## src/rtl/sdd_pkg.sv

```systemverilog
// Shared definitions for the sigma-delta tuning DAC.
// Assumes: the mode field is two bits wide and is decoded only by the top level.
package sdd_pkg;

    // Modulator selection; the spare code falls back to first order.
    typedef enum logic [1:0] {
        SDD_ORD1  = 2'b00,
        SDD_ORD2  = 2'b01,
        SDD_PWM   = 2'b10,
        SDD_ORD1B = 2'b11
    } sdd_mode_e;

endpackage

```

## src/rtl/sdd_word_stage.sv

```systemverilog
// Holds the pending tuning set written by the host and the active set used by
// the modulators. It also runs the frame counter and promotes the pending set
// only when the frame counter wraps.
// Assumes: WORD_W >= FRM_BITS, and tick_en gates every state change.
module sdd_word_stage
    import sdd_pkg::*;
#(
    parameter int WORD_W   = 20,
    parameter int FRM_BITS = 10
) (
    input  logic                clk,
    input  logic                rst_n,
    input  logic                tick_en,
    input  logic                wr_en,
    input  logic [WORD_W-1:0]   wr_data,
    input  logic                wr_signed,
    input  logic [1:0]          wr_mode,
    output logic [FRM_BITS-1:0] frame_cnt,
    output logic [WORD_W-1:0]   act_word,
    output sdd_mode_e           act_mode
);

    localparam logic [WORD_W-1:0]   MID_WORD   = WORD_W'(1) << (WORD_W - 1);
    localparam logic [FRM_BITS-1:0] FRAME_LAST = '1;

    logic [WORD_W-1:0] pend_word;
    sdd_mode_e         pend_mode;
    logic [WORD_W-1:0] wr_offset;
    logic              frame_wrap;

    // Map the written word into offset-binary form.
    always_comb begin
        if (wr_signed) begin
            wr_offset = {~wr_data[WORD_W-1], wr_data[WORD_W-2:0]};
        end else begin
            wr_offset = wr_data;
        end
    end

    assign frame_wrap = tick_en && (frame_cnt == FRAME_LAST);

    // Capture the most recent host write as the pending set.
    always_ff @(posedge clk) begin
        if (!rst_n) begin
            pend_word <= MID_WORD;
            pend_mode <= SDD_ORD1;
        end else if (wr_en) begin
            pend_word <= wr_offset;
            pend_mode <= sdd_mode_e'(wr_mode);
        end
    end

    // Count ticks within one modulator frame.
    always_ff @(posedge clk) begin
        if (!rst_n) begin
            frame_cnt <= '0;
        end else if (tick_en) begin
            frame_cnt <= frame_cnt + 1'b1;
        end
    end

    // Promote the pending set at the frame boundary only.
    always_ff @(posedge clk) begin
        if (!rst_n) begin
            act_word <= MID_WORD;
            act_mode <= SDD_ORD1;
        end else if (frame_wrap) begin
            act_word <= pend_word;
            act_mode <= pend_mode;
        end
    end

    AST_LOAD_AT_FRAME: assert property (@(posedge clk) disable iff (!rst_n)
        (!$stable(act_word) || !$stable(act_mode)) |-> $past(frame_wrap));

endmodule

```

## src/rtl/sdd_first_order.sv

```systemverilog
// First-order single-bit noise shaper: an offset-binary accumulator whose
// carry is the output bit.
// Assumes: word is offset binary; the accumulator never leaves [0, 2^WORD_W).
module sdd_first_order #(
    parameter int WORD_W = 20
) (
    input  logic              clk,
    input  logic              rst_n,
    input  logic              tick_en,
    input  logic [WORD_W-1:0] word,
    output logic              bit_q
);

    localparam logic [WORD_W-1:0] MID_WORD = WORD_W'(1) << (WORD_W - 1);

    logic [WORD_W-1:0] acc;
    logic [WORD_W:0]   sum;

    // Add the word to the residue; the carry is the quantised bit.
    always_comb begin
        sum = {1'b0, acc} + {1'b0, word};
    end

    // Keep the residue and register the output bit on each tick.
    always_ff @(posedge clk) begin
        if (!rst_n) begin
            acc   <= MID_WORD;
            bit_q <= 1'b0;
        end else if (tick_en) begin
            acc   <= sum[WORD_W-1:0];
            bit_q <= sum[WORD_W];
        end
    end

    AST_ORD1_NO_PAIR: assert property (@(posedge clk) disable iff (!rst_n)
        ($past(tick_en) && $past(!word[WORD_W-1]) && tick_en && !word[WORD_W-1] && bit_q)
        |=> !bit_q);

endmodule

```

## src/rtl/sdd_second_order.sv

```systemverilog
// Second-order single-bit noise shaper in error-feedback form. The quantiser
// input is word + 2*e[n-1] - e[n-2], which gives a noise transfer of
// (1 - z^-1)^2. Both error states saturate instead of wrapping.
// Assumes: word is offset binary; the quantiser threshold is half scale.
module sdd_second_order #(
    parameter int WORD_W = 20
) (
    input  logic              clk,
    input  logic              rst_n,
    input  logic              tick_en,
    input  logic [WORD_W-1:0] word,
    output logic              bit_q
);

    localparam int SW = WORD_W + 5;
    localparam logic signed [SW-1:0] FULL = SW'(2 ** WORD_W);
    localparam logic signed [SW-1:0] HALF = SW'(2 ** (WORD_W - 1));
    localparam logic signed [SW-1:0] EMAX = SW'(2 ** (WORD_W + 1));

    logic signed [SW-1:0] e1;
    logic signed [SW-1:0] e2;
    logic signed [SW-1:0] qin;
    logic signed [SW-1:0] e_raw;
    logic signed [SW-1:0] e_sat;
    logic                 y;

    // Form the quantiser input, decide the bit and clamp the new error.
    always_comb begin
        qin   = $signed({{(SW - WORD_W){1'b0}}, word}) + (e1 <<< 1) - e2;
        y     = (qin >= HALF);
        e_raw = y ? (qin - FULL) : qin;
        if (e_raw > EMAX) begin
            e_sat = EMAX;
        end else if (e_raw < -EMAX) begin
            e_sat = -EMAX;
        end else begin
            e_sat = e_raw;
        end
    end

    // Shift the error history and register the output bit on each tick.
    always_ff @(posedge clk) begin
        if (!rst_n) begin
            e1    <= '0;
            e2    <= '0;
            bit_q <= 1'b0;
        end else if (tick_en) begin
            e1    <= e_sat;
            e2    <= e1;
            bit_q <= y;
        end
    end

    AST_ORD2_QUIET: assert property (@(posedge clk) disable iff (!rst_n)
        ($past(tick_en) && ($past(word) == '0) && ($past(e1) == '0) && ($past(e2) == '0))
        |-> (!bit_q && (e1 == '0)));

endmodule

```

## src/rtl/sdd_pwm.sv

```systemverilog
// PWM fallback: the output is high while the frame counter is below the top
// FRM_BITS bits of the word.
// Assumes: frame_cnt advances once per tick and wraps every 2^FRM_BITS ticks.
module sdd_pwm #(
    parameter int WORD_W   = 20,
    parameter int FRM_BITS = 10
) (
    input  logic                clk,
    input  logic                rst_n,
    input  logic                tick_en,
    input  logic [WORD_W-1:0]   word,
    input  logic [FRM_BITS-1:0] frame_cnt,
    output logic                bit_q
);

    logic [FRM_BITS-1:0] duty;

    assign duty = word[WORD_W-1 -: FRM_BITS];

    // Compare the frame position with the duty on each tick.
    always_ff @(posedge clk) begin
        if (!rst_n) begin
            bit_q <= 1'b0;
        end else if (tick_en) begin
            bit_q <= (frame_cnt < duty);
        end
    end

    AST_PWM_ZERO: assert property (@(posedge clk) disable iff (!rst_n)
        ($past(tick_en) && ($past(duty) == '0)) |-> !bit_q);

endmodule

```

## src/rtl/sdd_ctrl_dac.sv

```systemverilog
// Top level of the sigma-delta tuning DAC. It ties the word stage to the three
// modulators and registers the selected bit onto the output pin.
// Assumes: PWM_BITS <= WORD_W; all modulators run continuously on each tick.
module sdd_ctrl_dac
    import sdd_pkg::*;
#(
    parameter int WORD_W   = 20,
    parameter int PWM_BITS = 10
) (
    input  logic              clk,
    input  logic              rst_n,
    input  logic              tick_en,
    input  logic              wr_en,
    input  logic [WORD_W-1:0] wr_data,
    input  logic              wr_signed,
    input  logic [1:0]        wr_mode,
    output logic              dac_out
);

    logic [PWM_BITS-1:0] frame_cnt;
    logic [WORD_W-1:0]   act_word;
    sdd_mode_e           act_mode;
    logic                ord1_bit;
    logic                ord2_bit;
    logic                pwm_bit;

    sdd_word_stage #(.WORD_W(WORD_W), .FRM_BITS(PWM_BITS)) u_stage (
        .clk       (clk),
        .rst_n     (rst_n),
        .tick_en   (tick_en),
        .wr_en     (wr_en),
        .wr_data   (wr_data),
        .wr_signed (wr_signed),
        .wr_mode   (wr_mode),
        .frame_cnt (frame_cnt),
        .act_word  (act_word),
        .act_mode  (act_mode)
    );

    sdd_first_order #(.WORD_W(WORD_W)) u_ord1 (
        .clk     (clk),
        .rst_n   (rst_n),
        .tick_en (tick_en),
        .word    (act_word),
        .bit_q   (ord1_bit)
    );

    sdd_second_order #(.WORD_W(WORD_W)) u_ord2 (
        .clk     (clk),
        .rst_n   (rst_n),
        .tick_en (tick_en),
        .word    (act_word),
        .bit_q   (ord2_bit)
    );

    sdd_pwm #(.WORD_W(WORD_W), .FRM_BITS(PWM_BITS)) u_pwm (
        .clk       (clk),
        .rst_n     (rst_n),
        .tick_en   (tick_en),
        .word      (act_word),
        .frame_cnt (frame_cnt),
        .bit_q     (pwm_bit)
    );

    // Route the bit of the active mode to the pin register.
    always_ff @(posedge clk) begin
        if (!rst_n) begin
            dac_out <= 1'b0;
        end else if (tick_en) begin
            case (act_mode)
                SDD_ORD2: dac_out <= ord2_bit;
                SDD_PWM:  dac_out <= pwm_bit;
                default:  dac_out <= ord1_bit;
            endcase
        end
    end

    AST_HOLD_NO_TICK: assert property (@(posedge clk) disable iff (!rst_n)
        !tick_en |=> $stable(dac_out));

    AST_RESET_LOW: assert property (@(posedge clk)
        !rst_n |=> !dac_out);

endmodule

```

## config.mk

```make
export PLATFORM = sky130hd
export DESIGN_NAME = sdd_ctrl_dac
export DESIGN_NICKNAME = d
export VERILOG_FILES = /design/src/rtl/sdd_pkg.sv /design/src/rtl/sdd_word_stage.sv /design/src/rtl/sdd_first_order.sv /design/src/rtl/sdd_second_order.sv /design/src/rtl/sdd_pwm.sv /design/src/rtl/sdd_ctrl_dac.sv
export SDC_FILE = /design/constraint.sdc
export NUM_CORES = 1
export LEC_CHECK = 0
export BUFFER_PORTS_ARGS = -buffer_cell sky130_fd_sc_hd__clkbuf_2
export CORE_ASPECT_RATIO = 1.75
export CORE_MARGIN = 2
export CORE_UTILIZATION = 45
export DETAILED_ROUTE_END_ITERATION = 10
export GPL_ROUTABILITY_DRIVEN = 0
export PLACE_DENSITY = 0.65
export SLEW_MARGIN = 20
export SYNTH_ARGS = -nofsm -noshare
export SYNTH_HDL_FRONTEND = slang
export SYNTH_SLANG_ARGS = --single-unit
```

## constraint.sdc

```tcl
create_clock -name clk -period 7.2 [get_ports clk]
set_clock_uncertainty 0.2 [all_clocks]
set_input_delay 1.44 -clock clk [delete_from_list [all_inputs] [get_ports clk]]
set_output_delay 1.44 -clock clk [all_outputs]
set_load 0.03 [all_outputs]
```

==> flow_summary.ini, run 1 <==
[run_status]
status = complete, no violations

[placed_design]
dp_hpwl_mm = 13.4
post-place-ws_ps = 1560
port-buffer-count = 27

[cells_and_area]
fillCellCount = 1759
antenna_cells = 0
layout-drive-gt1-share = 0.0847
syn2layout_area_growth_pct = 10.3
layout_common_cells = dfxtp_1, inv_1, nand2_1
multi_input_area_um2 = 5210
nNetsFinal = 1054
utilization = 0.507
register_area_um2 = 2560
layout_commonest_cell = dfxtp_1

[floorplan]
core_um2 = 18100
die_w_um = 107
die_h_um = 184
initial_core_util = 0.460
rows = 65
dieArea_um2 = 19700
ios = 28

[hold_path]
hold_path_class = flop to flop

[timing]
min_period_over_period = 0.792
fmax_mhz = 175
finalMaxSlewViolations = 0
max_slew_margin = 0.446
timing.final.ws_setup_ps = 1500
hold_violations = 0
finalSetupTns_ps = 0
setup_viol_count_final = 0
hold_ws_ps = 260
min_period_ps = 5700
worst_slew_pin_slew_ps = 810
rsz0062_at_grt = false

[clocking]
cts_sinks = 128
post-cts-setup-buffers = 0
cts.repair.resized = 0
clk_latency_ps = 420
cts.path.max_buffers = 2
clockRootBuffer = clkbuf_16
cts_tree = yes
postCtsHoldBufs = 0
path_clk_slew_ps = 60
cts_buffers = 17
h-tree-depth = 4

[detailed_routing]
drc = 0
wl_per_cell_um = 15.3
met3_length_um = 368
top_layer_used = met4
met1Wirelength_mm = 7.42
postRouteWirelength_mm = 18.1
drt-initial-drc-count = 159
antenna_left = 0
vias = 6332
first_pass_iters = 4
avgViaCountPerCell = 5.32
met2_length_mm = 9.90

[power]
ir_drop_mv = 0.301
p_leak_nw = 3.89
powerDensity_nw_per_um2 = 268

[yosys]
avgSynthCellArea_um2 = 8.91
synth_top_flop_cell = dfxtp_1
netlist_instances = 935
synth_cell_types = 71
syn_nets = 1045
netlist_area_um2 = 8340
synth-async-reset-ratio = 0
synth_seq_cells = 128
yosysWarnings = 0
ys_seq_area_frac = 0.307
synth_edf_count = 0

[worst_setup_path]
cp_max_fo = 21
crit_path_start_kind = flop
crit_type = flop to flop
crit_arrival_ps = 5810
worstPathRequired_ps = 7310
worstSetupEndpointType = flop
reg2reg_slack_ps = 1500

[global_route]
grt_overflow = 0
grt_max_degree = 95
grt_usage = 0.195
grt_pass1_wl_mm = 30.7
antenna_found_initial = 0
first_global_vias = 6480

[flow_run]
timing.max_cap.violations = 0
[routing by layer]
metal  global-route usage  vias up
met4               0.0868        0
met3               0.0347       32
met1                0.211     2979
li1                     -     3248
met5                    0        -
met2                0.365       73
[through the flow]
stage	area, um^2	total power, W	cells
CTS	9190	0.00249	1190
floorplan	8340	0.00150	935
detailed placement	8610	0.00163	1159
global route	9190	0.00260	1190
global placement	8610	0.00162	1159
finish	9190	0.00247	1190
[power breakdown]
| part | total (W) | leakage [nW] | switching, W | internal [W] |
|---|---|---|---|---|
| Clock | 0.000854 | 0.276 | 0.000315 | 0.000539 |
| Sequential | 0.000755 | 1.04 | 0.0000186 | 0.000737 |
| Combinational | 0.000857 | 2.58 | 0.000567 | 0.000290 |
[cells in the mapped netlist (5+ instances only)]
library cell	n	area [um^2]
dfxtp_1	128	2560
inv_1	100	375
nand2_1	81	304
nor2b_1	70	438
mux2i_1	64	641
ha_1	62	776
xnor2_1	34	298
nor2_1	32	120
a21oi_1	31	155
clkbuf_1	30	113
o21ai_0	28	140
a21boi_0	25	188
a32o_1	21	210
fa_1	21	420
and2_1	16	100
nor3_1	16	80.1
nand3_1	14	70.1
a21o_1	13	97.6
xor2_1	13	114
o21a_1	11	82.6
a211oi_1	7	52.6
and3_1	7	43.8
o211ai_1	7	52.6
o21bai_1	6	45.0
o31ai_1	6	45.0
nand4_1	5	31.3
or3_1	5	31.3
or4_1	5	37.5
[layout make-up]
type                            count  share of cell area
Timing Repair Buffer               32              0.0191
Clock inverter                     11              0.0154
Clock buffer                       20              0.0475
Tap cell                          234              0.0318
Inverter                          100              0.0408
Sequential cell                   128               0.279
Multi-Input combinational cell    665               0.567
[kinds of logic (layout without fill, tap and decap cells)]
group,Yosys count,after routing,share of synthesized area
buffers and inverters,142,163,0.0677
AO/OA/AOI/OAI,196,196,0.181
multiplexers,66,66,0.0796
flip-flops,128,128,0.307
XOR/XNOR,47,47,0.0494
AND/OR/NAND/NOR,273,273,0.171
adder cells (fa/ha/maj),83,83,0.143
[worst max-delay path, cell delays in order (launching register included)]
cell and delay (ps):
dfxtp_1 350, inv_1 80, fa_1 530, inv_1 40, ha_1 390, nand2_1 120
or4_1 560, o221a_2 330, o21bai_1 330, o31ai_1 130, xnor2_1 330, inv_1 160
ha_1 320, inv_1 50, o311ai_0 120, o21ai_0 190, nand2_1 70, or3_1 380
ha_1 320, nor2_1 50, buf_4 230, a32o_1 290
[state kept, by name (all words and copies together) (netlist names)]
signal and count:
u_stage.act_word 20, u_stage.pend_word 20, dac_out 1, u_ord2.e1 25, u_ord1.acc 20, u_stage.pend_mode 2, u_ord1.bit_q 1, u_ord2.bit_q 1
u_pwm.bit_q 1, u_stage.act_mode 2, u_stage.frame_cnt 10, u_ord2.e2 25
[final timing paths]
| path | cells past startpoint | start | to |
|---|---|---|---|
| max | 21 | u_stage.act_word[11]$_SDFFE_PN0P_ | u_ord2.e1[16]$_SDFFE_PN0P_ |
| min | 2 | u_stage.pend_word[18]$_SDFFE_PN0P_ | u_stage.act_word[18]$_SDFFE_PN0P_ |
| max reg2reg | 21 | u_stage.act_word[11]$_SDFFE_PN0P_ | u_ord2.e1[16]$_SDFFE_PN0P_ |
| min reg2reg | 2 | u_stage.pend_word[18]$_SDFFE_PN0P_ | u_stage.act_word[18]$_SDFFE_PN0P_ |
(Power assumes the default switching activity.)
==> inputs of run 2 (changes only) <==
clock period = 5.57 ns   (was 7.2 ns; I/O delays follow)
==> flow_summary.ini, run 2 (same netlist as run 1, synthesis figures left out) <==
[run_status]
status = complete, no violations

[cells_and_area]
final_cells = 1195
layout-drive-gt1-share = 0.0978
nNetsFinal = 1058
reg_top3 = u_ord2.e1 x25, u_ord2.e2 x25
syn2layout_area_growth_pct = 11.5
fillCellCount = 1663
antenna_cells = 0
final_cell_area_um2 = 9290
layout_commonest_cell = dfxtp_1
layout_common_cells = dfxtp_1, inv_1, nand2_1

[global_route]
first_global_vias = 6463
grt_max_degree = 94
grt_pass1_wl_mm = 30.8
grt_overflow = 0
grt_usage = 0.196
antenna_found_initial = 0

[timing]
min_period_ps = 5200
max_slew_margin = 0.403
timing.final.ws_setup_ps = 372
setup_viol_count_final = 0
hold_ws_ps = 266
fmax_mhz = 192
worst_slew_pin_slew_ps = 873
min_period_over_period = 0.933
finalMaxSlewViolations = 0
hold_violations = 0

[detailed_routing]
vias = 6389
avgViaCountPerCell = 5.35
first_pass_iters = 4
drt-initial-drc-count = 238
antenna_left = 0
postRouteWirelength_mm = 18.1
drc = 0
wl_per_cell_um = 15.2

[floorplan]
dieArea_um2 = 19700
initial_core_util = 0.460
die_w_um = 107
core_um2 = 18100
rows = 65
ios = 28
die_h_um = 184

[worst_setup_path]
worst_path_max_delay_cell = fa_1
worstPathRequired_ps = 5680
crit_arrival_ps = 5310
crit_buf_inv = 4
crit_type = flop to flop
cp_slowest_stage_delay_ps = 540
worstSetupEndpointType = flop
crit_path_start_kind = flop
crit_family = simple AND/OR/NAND/NOR gates
cp_max_fo = 21
crit_chain = inv_1 > fa_1 > inv_1 > ha_1 > and3_1 > nand3_1 > or4_1 > a32oi_1 > xnor2_1 > buf_4 > o311ai_0 > o21ai_1 > nand2_1 > or3_1 > ha_1 > nor2_1 > buf_6 > a32o_1

[clocking]
postCtsHoldBufs = 0
cts_tree = yes
h-tree-depth = 4
cts_buffers = 17
cts_sinks = 128
clk_latency_ps = 420
path_clk_slew_ps = 60
cts.path.max_buffers = 2
clockRootBuffer = clkbuf_16

[placed_design]
placed_area_um2 = 8650
post-place-ws_ps = 150
port-buffer-count = 27
place_inst = 1162
dp_hpwl_mm = 13.4

[power]
powerDensity_nw_per_um2 = 356
ir_drop_mv = 0.368
p_leak_nw = 3.93

[hold_path]
hold_path_class = flop to flop

[flow_run]
timing.max_cap.violations = 0
## run 2: final cells by class
type,count,area [um^2],area share
clock buffer,22,474,0.0510
clock inverter,10,110,0.0119
inverter,100,375,0.0404
multi-input combinational,665,5260,0.566
sequential,128,2560,0.276
tap,234,293,0.0315
timing repair buffer,36,221,0.0238
## run 2: report_power, final
group	internal, W	switching (W)
clock	0.000690	0.000408
combinational	0.000496	0.000737
sequential	0.000953	0.0000231
## run 2: routing by layer
metal / track usage / part of all wire / wire [um] / vias up
li1: - / - / - / 3255
met1: 0.214 / 0.42 / 7570 / 3025
met2: 0.369 / 0.54 / 9820 / 83
met3: 0.0319 / 0.019 / 350 / 26
met4: 0.0800 / 0.022 / 400 / 0
met5: 0 / 0 / 0 / -
## run 2: path summary, 6_finish.rpt
| check | from | to | cells after the start | slack [ps] |
|---|---|---|---|---|
| worst min-delay path | u_stage.pend_word[4]$_SDFFE_PN0P_ | u_stage.act_word[4]$_SDFFE_PN0P_ | 2 | 270 |
| worst max register to register | u_stage.act_word[13]$_SDFFE_PN0P_ | u_ord2.e1[2]$_SDFFE_PN0P_ | 18 | 370 |
| worst max-delay path | u_stage.act_word[13]$_SDFFE_PN0P_ | u_ord2.e1[2]$_SDFFE_PN0P_ | 18 | 370 |
| worst min register to register | u_stage.pend_word[4]$_SDFFE_PN0P_ | u_stage.act_word[4]$_SDFFE_PN0P_ | 2 | 270 |
## run 2: worst min-delay path: stages (launching register included)
cell and delay, ps:
dfxtp_1 310, nand2_1 50, a21boi_0 60
## run 2: what timing repair did
item,CTS,global route
endpoints found under the setup margin,0,23
hold endpoints to repair,0,0
resized for setup,0,12
buffers inserted,0,1
## run 2: per-stage QoR
stage / total power (W) / util / setup TNS, ps
after global routing: 0.00352 / 0.512 / -270
after global placement: 0.00221 / 0.477 / 0
after floorplan: 0.00194 / - / 0
after CTS: 0.00333 / 0.509 / 0
final: 0.00331 / 0.512 / 0
after detailed placement: 0.00222 / 0.477 / 0
==> inputs of run 3 (changes only) <==
CORE_UTILIZATION = 60   (was 45)
PLACE_DENSITY = 0.81   (was 0.65)
==> flow_summary.ini, run 3 (same netlist as run 1, synthesis figures left out) <==
[run_status]
status = complete, no violations

[worst_setup_path]
r2r_start = u_stage.act_word[11]$_SDFFE_PN0P_
cp_max_fo = 11
crit_top_cell = inv_1
worst_path_max_delay_cell = fa_1
crit_type = flop to flop
crit_chain = inv_1 > fa_1 > inv_1 > ha_1 > nand2_1 > or4_1 > o221a_2 > o21bai_2 > o31ai_2 > xnor2_2 > inv_1 > ha_1 > inv_1 > o311ai_0 > o21ai_1 > nand2_1 > or3_1 > ha_1 > nor2_2 > buf_6 > a32o_1
worstPathRequired_ps = 5730
crit_arrival_ps = 5520
crit_path_start_kind = flop
worstSetupEndpointType = flop
r2r-end = u_ord2.e1[10]$_SDFFE_PN0P_
reg2reg_slack_ps = 210
cp-startpoint = u_stage.act_word[11]$_SDFFE_PN0P_
crit_end = u_ord2.e1[10]$_SDFFE_PN0P_
r2r_cells = 21
cp_slowest_stage_delay_ps = 540

[floorplan]
core_um2 = 13800
ios = 28
dieArea_um2 = 14900
die_w_um = 93.1
die_h_um = 160
initial_core_util = 0.606
rows = 57

[power]
ir_drop_mv = 0.344
powerDensity_nw_per_um2 = 380
p_total_w = 0.00353
p_leak_nw = 3.97

[global_route]
grt_usage = 0.256
antenna_found_initial = 0
grt_pass1_wl_mm = 30.8
first_global_vias = 6710
grt_overflow = 0
grt_max_degree = 85

[detailed_routing]
antenna_left = 0
postRouteWirelength_mm = 18.8
drc = 0
vias = 6653
wl_per_cell_um = 16.5
avgViaCountPerCell = 5.84
drt-initial-drc-count = 286
first_pass_iters = 7

[hold_path]
hold_path_class = flop to flop

[placed_design]
dp_hpwl_mm = 13.1
port-buffer-count = 27
post-place-ws_ps = 155

[timing]
hold_violations = 0
min_period_ps = 5360
min_period_over_period = 0.962
timing.final.ws_setup_ps = 210
fmax_mhz = 187
finalMaxSlewViolations = 0
setup_viol_count_final = 0
max_slew_margin = 0.334
worst_slew_pin_slew_ps = 994

[cells_and_area]
layout-drive-gt1-share = 0.101
antenna_cells = 0
layout_common_cells = dfxtp_1, inv_1, nand2_1
reg_top3 = u_ord2.e1 x25, u_ord2.e2 x25
fillCellCount = 1058
syn2layout_area_growth_pct = 11.4
nNetsFinal = 1059
layout_commonest_cell = dfxtp_1

[clocking]
h-tree-depth = 4
path_clk_slew_ps = 60
cts_tree = yes
cts.path.max_buffers = 2
cts_buffers = 17
clk_latency_ps = 430
postCtsHoldBufs = 0
clockRootBuffer = clkbuf_16
cts_sinks = 128

[flow_run]
timing.max_cap.violations = 0
[run 3: cell count changes in the layout (fill, tap and decap cells not counted), moves of 2 or more]
cell and delta:
clkinv_2 -2, clkbuf_1 -2, clkinv_4 +2, ha_1 +2
bufinv_16 +3, ha_4 -2
[run 3: worst min path at each step]
stage                                       start                                 to  slack [ps]  cells after the start
6_report       u_stage.pend_word[16]$_SDFFE_PN0P_  u_stage.act_word[16]$_SDFFE_PN0P_         260                      2
2_1_floorplan   u_stage.pend_mode[1]$_SDFFE_PN0P_   u_stage.act_mode[1]$_SDFFE_PN0P_         240                      2
5_1_grt        u_stage.pend_word[18]$_SDFFE_PN0P_  u_stage.act_word[18]$_SDFFE_PN0P_         280                      2
4_1_cts        u_stage.pend_word[18]$_SDFFE_PN0P_  u_stage.act_word[18]$_SDFFE_PN0P_         270                      2
3_5_place_dp   u_stage.pend_word[18]$_SDFFE_PN0P_  u_stage.act_word[18]$_SDFFE_PN0P_         260                      2
3_3_place_gp   u_stage.pend_word[16]$_SDFFE_PN0P_  u_stage.act_word[16]$_SDFFE_PN0P_         250                      2
[run 3: critical path, delay by kind of cell (launching register included)]
family                     cells  cell delay (ps)
and+or+nand+nor                5             1250
DFF                            1              350
AOI/OAI and AO/OA              6             1110
buffers and inverters          5              530
adders and majority gates      4             1570
xor gates and xnor gates       1              270
[run 3: area by class of cell]
class                   count  area [um^2]  area share
well taps                 177          221      0.0238
repair buffers             37          233      0.0251
inverters                 100          375      0.0404
clock inverters            13          209      0.0225
flip-flops and latches    128         2560       0.276
clock buffers              19          453      0.0488
multi-input cells         665         5240       0.564
[run 3: what timing repair did]
| item | in CTS | in global routing |
|---|---|---|
| endpoints found under the setup margin | 0 | 23 |
| buffers inserted | 0 | 2 |
| gates resized for setup | 0 | 11 |
[run 3: stage by stage]
| stage | cell area, um^2 | hold slack (ps) | setup TNS [ps] | util | cells |
|---|---|---|---|---|---|
| after floorplan | 8340 | 240 | 0 | - | 935 |
| after global placement | 8570 | 249 | 0 | 0.623 | 1104 |
| after detailed placement | 8570 | 258 | 0 | 0.623 | 1104 |
| after CTS | 9240 | 267 | 0 | 0.671 | 1136 |
| after global routing | 9290 | 283 | -628 | 0.675 | 1139 |
| final | 9290 | 263 | 0 | 0.675 | 1139 |
[run 3: power by group]
group / internal [W] / switching, W
Combinational: 0.000511 / 0.000791
Sequential: 0.000952 / 0.0000238
Clock: 0.000819 / 0.000436
[run 3: per-layer routing]
layer,wire (um),track usage
met1,7370,0.270
met2,10300,0.490
met3,509,0.0415
met4,629,0.103
met5,0,0
